`config.mk`:
```
export PLATFORM = sky130hd
export DESIGN_NAME = posted_write_buffer
export DESIGN_NICKNAME = d
export VERILOG_FILES = /design/src/rtl/pwb_pkg.sv /design/src/rtl/pwb_merge_unit.sv /design/src/rtl/pwb_fifo.sv /design/src/rtl/pwb_order_gate.sv /design/src/rtl/posted_write_buffer.sv
export SDC_FILE = /design/constraint.sdc
export NUM_CORES = 1
export LEC_CHECK = 0
export CORE_MARGIN = 2
export CORE_UTILIZATION = 29
export DETAILED_ROUTE_END_ITERATION = 6
export SLEW_MARGIN = 10
export SYNTH_ARGS = -nofsm -noshare
export SYNTH_HDL_FRONTEND = slang
export SYNTH_SLANG_ARGS = --single-unit
```
`constraint.sdc`:
```
create_clock -name clk -period 9.1 [get_ports clk]
set_input_delay 2.275 -clock clk [delete_from_list [all_inputs] [get_ports clk]]
set_output_delay 2.275 -clock clk [all_outputs]
set_load 0.02 [all_outputs]
```
`src/rtl/pwb_pkg.sv`:
```
package pwb_pkg;
  localparam int DATA_W = 32;
  localparam int BE_W   = DATA_W / 8;
  localparam int ADDR_W = 32;
  localparam int LANE_W = $clog2(BE_W);
  localparam int DW_W   = ADDR_W - LANE_W;

  typedef struct packed {
    logic              io;
    logic [DW_W-1:0]   dw;
    logic [BE_W-1:0]   be;
    logic [DATA_W-1:0] data;
  } pwb_entry_t;
endpackage

```
`src/rtl/pwb_merge_unit.sv`:
```
module pwb_merge_unit
  import pwb_pkg::*;
#(
  parameter int NARROW_LANES = 2
) (
  input  logic              merge_en,
  input  logic              tail_ok,
  input  pwb_entry_t        tail,
  input  pwb_entry_t        wr,
  output logic              hit,
  output pwb_entry_t        merged
);
  localparam int CNT_W = $clog2(BE_W + 1);

  logic [CNT_W-1:0]  lanes_set;
  logic              is_narrow;
  logic              same_dw;
  logic              disjoint;
  logic [DATA_W-1:0] mdata;

  always_comb begin
    lanes_set = '0;
    for (int i = 0; i < BE_W; i++) begin
      lanes_set = lanes_set + CNT_W'(wr.be[i]);
    end
  end

  assign is_narrow = (lanes_set != '0) && (lanes_set <= CNT_W'(NARROW_LANES));
  assign same_dw   = (wr.dw == tail.dw);
  assign disjoint  = ((wr.be & tail.be) == '0);

  assign hit = merge_en && tail_ok && !wr.io && !tail.io &&
               is_narrow && same_dw && disjoint;

  for (genvar g = 0; g < BE_W; g++) begin : g_lane
    assign mdata[8*g +: 8] = wr.be[g] ? wr.data[8*g +: 8] : tail.data[8*g +: 8];
  end

  always_comb begin
    merged      = tail;
    merged.be   = tail.be | wr.be;
    merged.data = mdata;
  end
endmodule

```
`src/rtl/pwb_fifo.sv`:
```
module pwb_fifo
  import pwb_pkg::*;
#(
  parameter int DEPTH = 8
) (
  input  logic       clk,
  input  logic       rst_n,
  input  logic       push,
  input  pwb_entry_t push_entry,
  input  logic       mrg,
  input  pwb_entry_t mrg_entry,
  input  logic       pop,
  output pwb_entry_t head,
  output pwb_entry_t tail,
  output logic       tail_ok,
  output logic       full,
  output logic       empty
);
  localparam int PW = (DEPTH > 1) ? $clog2(DEPTH) : 1;
  localparam int CW = PW + 1;
  localparam logic [PW-1:0] LAST = PW'(DEPTH - 1);

  pwb_entry_t    mem [DEPTH];
  logic [PW-1:0] wptr_q, wptr_d;
  logic [PW-1:0] rptr_q, rptr_d;
  logic [CW-1:0] cnt_q, cnt_d;
  logic [PW-1:0] tail_idx;

  function automatic logic [PW-1:0] bump(input logic [PW-1:0] p);
    return (p == LAST) ? '0 : p + PW'(1);
  endfunction

  assign tail_idx = (wptr_q == '0) ? LAST : wptr_q - PW'(1);

  always_comb begin
    wptr_d = wptr_q;
    rptr_d = rptr_q;
    cnt_d  = cnt_q;
    if (push) begin
      wptr_d = bump(wptr_q);
    end
    if (pop) begin
      rptr_d = bump(rptr_q);
    end
    case ({push, pop})
      2'b10:   cnt_d = cnt_q + CW'(1);
      2'b01:   cnt_d = cnt_q - CW'(1);
      default: cnt_d = cnt_q;
    endcase
  end

  always_ff @(posedge clk or negedge rst_n) begin
    if (!rst_n) begin
      wptr_q <= '0;
      rptr_q <= '0;
      cnt_q  <= '0;
    end else begin
      if (push || pop) begin
        wptr_q <= wptr_d;
        rptr_q <= rptr_d;
        cnt_q  <= cnt_d;
      end
    end
  end

  always_ff @(posedge clk) begin
    if (push) begin
      mem[wptr_q] <= push_entry;
    end else if (mrg) begin
      mem[tail_idx] <= mrg_entry;
    end
  end

  assign head    = mem[rptr_q];
  assign tail    = mem[tail_idx];
  assign full    = (cnt_q == CW'(DEPTH));
  assign empty   = (cnt_q == '0);
  assign tail_ok = (cnt_q >= CW'(2));

  p_no_overflow_r2: assert property (@(posedge clk) disable iff (!rst_n)
    full |-> !push);
  p_no_underflow_r3: assert property (@(posedge clk) disable iff (!rst_n)
    empty |-> !pop);
  p_head_untouched_r10: assert property (@(posedge clk) disable iff (!rst_n)
    mrg |-> (cnt_q > CW'(1)) && !push);
endmodule

```
`src/rtl/pwb_order_gate.sv`:
```
module pwb_order_gate
  import pwb_pkg::*;
(
  input  logic              clk,
  input  logic              rst_n,
  input  logic              up_valid,
  input  logic              up_write,
  input  logic              up_is_io,
  input  logic [ADDR_W-1:0] up_addr,
  input  logic [BE_W-1:0]   up_be,
  input  logic              fifo_empty,
  input  pwb_entry_t        head,
  input  logic              dn_ack,
  output logic              pop,
  output logic              rd_done,
  output logic              dn_req,
  output logic              dn_write,
  output logic              dn_is_io,
  output logic [ADDR_W-1:0] dn_addr,
  output logic [DATA_W-1:0] dn_data,
  output logic [BE_W-1:0]   dn_be
);
  typedef enum logic {GATE_WR = 1'b0, GATE_RD = 1'b1} gate_state_e;

  gate_state_e st_q, st_d;

  always_comb begin
    st_d = st_q;
    case (st_q)
      GATE_WR: if (up_valid && !up_write && fifo_empty) st_d = GATE_RD;
      GATE_RD: if (dn_ack) st_d = GATE_WR;
      default: st_d = GATE_WR;
    endcase
  end

  always_ff @(posedge clk or negedge rst_n) begin
    if (!rst_n) begin
      st_q <= GATE_WR;
    end else begin
      st_q <= st_d;
    end
  end

  always_comb begin
    if (st_q == GATE_RD) begin
      dn_req   = 1'b1;
      dn_write = 1'b0;
      dn_is_io = up_is_io;
      dn_addr  = up_addr;
      dn_data  = '0;
      dn_be    = up_be;
    end else begin
      dn_req   = !fifo_empty;
      dn_write = 1'b1;
      dn_is_io = head.io;
      dn_addr  = {head.dw, {LANE_W{1'b0}}};
      dn_data  = head.data;
      dn_be    = head.be;
    end
  end

  assign pop     = (st_q == GATE_WR) && !fifo_empty && dn_ack;
  assign rd_done = (st_q == GATE_RD) && dn_ack;

  p_read_after_drain_r8: assert property (@(posedge clk) disable iff (!rst_n)
    (dn_req && !dn_write) |-> fifo_empty);
  p_req_hold_r9: assert property (@(posedge clk) disable iff (!rst_n)
    (dn_req && !dn_ack) |=> dn_req && $stable(dn_addr) && $stable(dn_data) &&
                            $stable(dn_be) && $stable(dn_write) && $stable(dn_is_io));
endmodule

```
`src/rtl/posted_write_buffer.sv`:
```
module posted_write_buffer
  import pwb_pkg::*;
#(
  parameter int DEPTH        = 8,
  parameter int NARROW_LANES = 2
) (
  input  logic              clk,
  input  logic              rst_n,
  input  logic              merge_en,
  input  logic              up_valid,
  input  logic              up_write,
  input  logic              up_is_io,
  input  logic [ADDR_W-1:0] up_addr,
  input  logic [DATA_W-1:0] up_data,
  input  logic [BE_W-1:0]   up_be,
  output logic              up_ready,
  output logic [DATA_W-1:0] up_rdata,
  output logic              dn_req,
  output logic              dn_write,
  output logic              dn_is_io,
  output logic [ADDR_W-1:0] dn_addr,
  output logic [DATA_W-1:0] dn_data,
  output logic [BE_W-1:0]   dn_be,
  input  logic              dn_ack,
  input  logic [DATA_W-1:0] dn_rdata
);
  logic [1:0] rst_sync_q;
  logic       rst_int_n;

  always_ff @(posedge clk or negedge rst_n) begin
    if (!rst_n) begin
      rst_sync_q <= '0;
    end else begin
      rst_sync_q <= {rst_sync_q[0], 1'b1};
    end
  end
  assign rst_int_n = rst_sync_q[1];

  pwb_entry_t wr_entry, head, tail, merged;
  logic       tail_ok, full, empty, hit;
  logic       wr_fire, push, mrg, pop, rd_done;

  assign wr_entry.io   = up_is_io;
  assign wr_entry.dw   = up_addr[ADDR_W-1:LANE_W];
  assign wr_entry.be   = up_be;
  assign wr_entry.data = up_data;

  pwb_merge_unit #(.NARROW_LANES(NARROW_LANES)) u_merge (
    .merge_en (merge_en),
    .tail_ok  (tail_ok),
    .tail     (tail),
    .wr       (wr_entry),
    .hit      (hit),
    .merged   (merged)
  );

  assign up_ready = up_write ? !full : rd_done;
  assign wr_fire  = up_valid && up_write && !full;
  assign push     = wr_fire && !hit;
  assign mrg      = wr_fire && hit;
  assign up_rdata = dn_rdata;

  pwb_fifo #(.DEPTH(DEPTH)) u_fifo (
    .clk        (clk),
    .rst_n      (rst_int_n),
    .push       (push),
    .push_entry (wr_entry),
    .mrg        (mrg),
    .mrg_entry  (merged),
    .pop        (pop),
    .head       (head),
    .tail       (tail),
    .tail_ok    (tail_ok),
    .full       (full),
    .empty      (empty)
  );

  pwb_order_gate u_gate (
    .clk        (clk),
    .rst_n      (rst_int_n),
    .up_valid   (up_valid),
    .up_write   (up_write),
    .up_is_io   (up_is_io),
    .up_addr    (up_addr),
    .up_be      (up_be),
    .fifo_empty (empty),
    .head       (head),
    .dn_ack     (dn_ack),
    .pop        (pop),
    .rd_done    (rd_done),
    .dn_req     (dn_req),
    .dn_write   (dn_write),
    .dn_is_io   (dn_is_io),
    .dn_addr    (dn_addr),
    .dn_data    (dn_data),
    .dn_be      (dn_be)
  );

  p_lanes_disjoint_r5: assert property (@(posedge clk) disable iff (!rst_int_n)
    mrg |-> ((tail.be & up_be) == '0));
  p_merge_gated_r6: assert property (@(posedge clk) disable iff (!rst_int_n)
    mrg |-> merge_en);
  p_io_never_merged_r7: assert property (@(posedge clk) disable iff (!rst_int_n)
    mrg |-> (!up_is_io && !tail.io));
  p_merge_narrow_r4: assert property (@(posedge clk) disable iff (!rst_int_n)
    mrg |-> ($countones(up_be) >= 1 && $countones(up_be) <= NARROW_LANES));
endmodule

```
==> flow_metrics.tcl, run 1 <==
set metrics [dict create \
    status "completed" \
    cp.depth 15 \
    start_util_pct 29.17 \
    drtPass1Iterations 5 \
    core_um2 92910 \
    synth_cell_types 79 \
    slew-limit-headroom_pct 15.51 \
    dp.final_hpwl_um 48090 \
    portBuffers 146 \
    path_cells "clkdlybuf4s50_1, ha_1, fa_1, ha_1, nor2_1, mux2i_1, nor4b_1, o311ai_0, a221oi_1, nand4_1, nor4_4, o211a_2, mux2i_1, nor2_4, buf_4" \
    cts.clk_slew.worst_paths_ns 0.06 \
    r2r_cells 14 \
    path_buf_inv 2 \
    wl_um 81090 \
    worstSetupEndpointType "register" \
    power.leakage_nw 9.956 \
    clk-insertion-delay-late_ns 0.62 \
    start_kind "input pin" \
    path_class "input pin to register" \
    cts_tree "built" \
    ctsResizeCount 0 \
    grt_remaining_overflow 0 \
    required_ns 9.33 \
    yosysMostFrequentCell "edfxtp_1" \
    cp_max_fo 53 \
    ys_ff_latch 549 \
    finalWeightedCongestion 0.8071 \
    cp_top_family "simple AND/OR/NAND/NOR gates" \
    drc_errors 0 \
    nNetsFinal 1946 \
    wl_per_cell_um 25.96 \
    crit_slowest_cell "buf_4" \
    min_path_type "register to async pin" \
    cts_root_buf "clkbuf_16" \
    ys_async_sr_fraction_pct 2.368 \
    maxCapViolCount 0 \
    fmax_ghz 0.1336 \
    slew_violations 0 \
    drt_iter0_drc 1508 \
    antenna_found_initial 2 \
    cts.sinks 549 \
    ir_drop_uv 242.2 \
    final_core_util_pct 33.78 \
    final_cell_area_um2 31380 \
    drive_gt1_share_pct 18.79 \
    viasPerCell 5.515 \
    synth_edf_count 536 \
    synthTopCellsByCount "536 x edfxtp_1, 169 x mux4_2, 110 x mux2i_1" \
    die_area_um2 95900 \
    antenna_left 0 \
    finalCriticalPeriod_ns 7.488 \
    synth_area_leaders "edfxtp_1 59%, mux4_2 14%, mux2i_1 4.1%" \
    cts_buffers 56 \
    dpl_worst_slack_ns 1.079 \
    die_x_um 309.7 \
    cts_buffer_depth 3 \
    final.setup_skew_ns 0.03711 \
    synth_ff_type "edfxtp_1" \
    num_rows 112 \
    postCtsHoldBufs 0 \
    synth_top_cell_area_share_pct 59.40 \
    ios 211 \
    yosys_warnings 0 \
    dpl-instance-area_um2 29640 \
    fp.dieH_um 309.7 \
    tns_ns 0 \
    worstMarginPinSlew_ns 1.264 \
    powerDensity_nw_per_um2 356.3 \
    syn_area_um2 27100 \
    area_growth_pct 15.81 \
    ctsHtreeMaxLevel 2 \
    netlist.top_cell.by_area "edfxtp_1" \
    max_stage_delay_ns 0.85 \
    syn-mean-instance-area_um2 15.21 \
    hold_viol_final 0 \
    syn_nets 1904 \
    total_power_mw 11.18 \
    setup_viol 0 \
    vias 17230 \
    grt_pass1_vias 17860 \
    rsz0062_at_grt "false" \
    fin_ws_ns 1.612 \
    grt_pass1_wl_um 118100 \
    cts_setup_buffers 0 \
    yosysSeqAreaShare_pct 60.60 \
    synthCells 1782 \
    crit_arrival_ns 7.72 \
    track_usage_pct 16.58 \
    grt_max_degree 65 \
    post-route-period-util_pct 82.28 \
]
## per-stage QoR
stage,hold WS [ns],std cells
after floorplan,0.1341,1782
after global placement,0.2060,3020
after detailed placement,0.2134,3020
after CTS,0.2138,3122
after global routing,0.2337,3122
final,0.1990,3124
## kinds of logic (layout without fill, tap and decap cells)
kind of cell / Yosys count / in the layout / synth area share (%)
AOI/OAI and AO/OA: 358 / 358 / 9.106
xor gates and xnor gates: 21 / 21 / 0.6787
adders and majority gates: 15 / 15 / 0.7480
buffers and inverters: 237 / 323 / 4.077
DFF: 549 / 549 / 60.60
muxes: 312 / 312 / 19.48
other: 1 / 3 / 0.01384
and+or+nand+nor: 289 / 289 / 5.296
## final cells by class
| type | instances | area (µm²) |
|---|---|---|
| multi-input combinational | 996 | 9659 |
| timing repair buffer | 186 | 1837 |
| clock inverter | 29 | 230.2 |
| clock buffer | 73 | 1508 |
| antenna | 2 | 5.005 |
| fill | 8852 | 61530 |
| sequential | 549 | 16440 |
| tap | 1254 | 1569 |
| inverter | 35 | 132.6 |
## routing by layer
layer,track usage [%],vias to the layer above,share of wire (%)
met5,0,-,0.016
met3,3.443,126,8.5
li1,-,7288,-
met2,27.48,803,49
met1,22.11,9011,41
met4,4.312,2,2.2
## placed cells by master, fill, tap and decap left out, drive strengths merged, types with 40 or more instances in the layout
cell,Yosys,routed
clkdlybuf4s50,0,146
nor2,80,80
mux4,169,169
o21ai,79,79
nand2,81,81
clkbuf,107,73
buf,95,40
mux2i,110,110
o221ai,78,78
edfxtp,536,536
a21oi,83,83
## registers in the layout, indices dropped and copies added (netlist names)
register and flops:
rst_sync_q 2, u_fifo.cnt_q 4, u_fifo.mem 536, u_fifo.rptr_q 3
u_fifo.wptr_q 3, u_gate.st_q 1
## worst paths after layout
path	endpoint	slack [ns]	start
worst max register to register	u_fifo.mem[4][5]	2.07	u_fifo.wptr_q[0]
worst max-delay path	u_fifo.mem[4][5]	1.61	up_be[0]
worst min register to register	u_fifo.cnt_q[3]	0.20	rst_sync_q[1]
worst min-delay path	u_fifo.cnt_q[3]	0.20	rst_sync_q[1]
max in group asynchronous	rst_sync_q[1]	7.12	rst_n
min in group clk	rst_sync_q[1]	0.35	rst_sync_q[0]
## power by group
group | internal, mW | switching (mW)
clock | 1.25 | 0.965
combinational | 2.30 | 3.39
sequential | 3.00 | 0.277
total | 6.54 | 4.64
Note: power is estimated with default switching activity, not from simulation.
==> run 2: changes to the inputs <==
==> constraint.sdc (replaced) <==
create_clock -name clk -period 6.8 [get_ports clk]
set_input_delay 1.7 -clock clk [delete_from_list [all_inputs] [get_ports clk]]
set_output_delay 1.7 -clock clk [all_outputs]
set_load 0.02 [all_outputs]
==> flow_metrics.tcl, run 2 (synthesis results as in run 1) <==
set metrics [dict create \
    status "completed" \
    path_cells "clkdlybuf4s50_1, ha_1, fa_1, ha_1, nor2_1, mux2i_1, nor4b_1, o311ai_0, a221oi_1, nand4_1, nor4_4, o211a_2, mux2i_1, nor2_4, buf_4" \
    fp.dieH_um 309.7 \
    grt_pass1_wl_um 118500 \
    die_area_um2 95900 \
    path_class "input pin to register" \
    maxCapViolCount 0 \
    tns_ns 0 \
    finalCriticalPeriod_ns 6.021 \
    cp_max_fo 27 \
    ctsHtreeMaxLevel 2 \
    drtPass1Iterations 6 \
    postCtsHoldBufs 0 \
    cts.clk_slew.worst_paths_ns 0.06 \
    hold_viol_final 0 \
    area_growth_pct 17.09 \
    ir_drop_uv 329.0 \
    grt_remaining_overflow 0 \
    min_path_type "register to async pin" \
    final.setup_skew_ns 0.05871 \
    drc_errors 0 \
    max_stage_delay_ns 0.84 \
    worstMarginPinSlew_ns 0.9926 \
    start_util_pct 29.17 \
    rsz0062_at_grt "false" \
    ios 211 \
    largest_register "u_fifo.mem" \
    ctsResizeCount 0 \
    drt_iter0_drc 1665 \
    clk-insertion-delay-late_ns 0.65 \
    crit_arrival_ns 6.33 \
    cts_tree "built" \
    num_rows 112 \
    cts_setup_buffers 0 \
    die_x_um 309.7 \
    track_usage_pct 16.62 \
    drive_gt1_share_pct 19.90 \
    fin_ws_ns 0.7792 \
    vias 17230 \
    top_regs "u_fifo.mem (536), u_fifo.cnt_q (4)" \
    final_core_util_pct 34.15 \
    portBuffers 146 \
    final_common_cell "edfxtp_1" \
    finalWeightedCongestion 0.8204 \
    slew_violations 0 \
    start_kind "input pin" \
    largest_reg_flops 536 \
    required_ns 7.11 \
    grt_max_degree 68 \
    cts_buffers 57 \
    viasPerCell 5.471 \
    cts_buffer_depth 3 \
    powerDensity_nw_per_um2 477.3 \
    setup_viol 0 \
    antenna_left 0 \
    mostFrequentLayoutCells "536 x edfxtp_1, 169 x mux4_2, 146 x clkdlybuf4s50_1, 110 x mux2i_1, 82 x a21oi_1" \
    worstSetupEndpointType "register" \
    crit_path_start "up_be[0]" \
    fmax_ghz 0.1661 \
    nNetsFinal 1967 \
    ff2ff_setup_slack_ns 1.05 \
    cts_root_buf "clkbuf_16" \
    cts.sinks 549 \
    post-route-period-util_pct 88.54 \
    crit_slowest_cell "mux2i_1" \
    dp.final_hpwl_um 49090 \
    wl_um 81010 \
    core_um2 92910 \
    wl_per_cell_um 25.72 \
    slew-limit-headroom_pct 31.94 \
    nFillCells 8779 \
    power.leakage_nw 10.14 \
    dpl_worst_slack_ns 0.1611 \
    grt_pass1_vias 17800 \
    worstReg2RegStart "u_fifo.wptr_q[0]" \
    antenna_found_initial 2 \
]
-- run 2: changes by cell type in the layout (fill, tap and decap cells not counted), sizes merged --
cell      change
inv           +1
clkbuf        -2
bufinv        +2
clkinv        +6
buf          +20
clkinvlp      -1
-- run 2: path summary, 6_finish.rpt --
check                               endpoint  cells after the start
min in group clk               rst_sync_q[1]                      0
setup reg to reg           u_fifo.mem[6][44]                     14
max in group asynchronous      rst_sync_q[1]                      1
hold / removal              u_fifo.rptr_q[1]                      0
setup / recovery           u_fifo.mem[6][44]                     15
hold reg to reg             u_fifo.rptr_q[1]                      0
-- run 2: metal layers --
| layer | wire (µm) | track usage, % | vias to the layer above |
|---|---|---|---|
| met1 | 34420 | 22.83 | 8935 |
| met3 | 6026 | 2.726 | 145 |
| met4 | 2024 | 5.249 | 2 |
| li1 | - | - | 7332 |
| met5 | 13 | 0 | - |
| met2 | 38520 | 26.90 | 820 |
-- run 2: cell type report --
class / instances / area [µm²] / area share [%]
Antenna cell: 2 / 5.005 / 0.01577
Clock buffer: 71 / 1479 / 4.661
Clock inverter: 37 / 370.4 / 1.167
Inverter: 35 / 132.6 / 0.4180
Multi-Input combinational cell: 996 / 9659 / 30.44
Sequential cell: 549 / 16440 / 51.81
Tap cell: 1254 / 1569 / 4.945
Timing Repair Buffer: 206 / 2074 / 6.538
-- run 2: power by group --
part           total (mW)  switching (mW)  internal (mW)
clock network        3.09            1.34           1.75
logic                7.69            4.54           3.15
registers            4.37           0.363           4.01
-- run 2: worst max-delay path, delay by kind of cell --
kind | cells | cell delay [ns]
compound gates | 3 | 0.80
fa+ha+maj | 3 | 0.92
buf+inv | 2 | 0.76
mux | 2 | 1.06
simple gates | 5 | 1.07
-- run 2: metrics by stage --
stage	instance area (µm²)	power [mW]	instances	hold WS, ns
floorplan	27120	9.299	1782	0.1341
global placement	29870	12.05	3040	0.2521
detailed placement	29870	12.12	3040	0.2542
CTS	31720	15.24	3148	0.2393
global route	31720	15.85	3148	0.2489
finish	31730	15.15	3150	0.2205
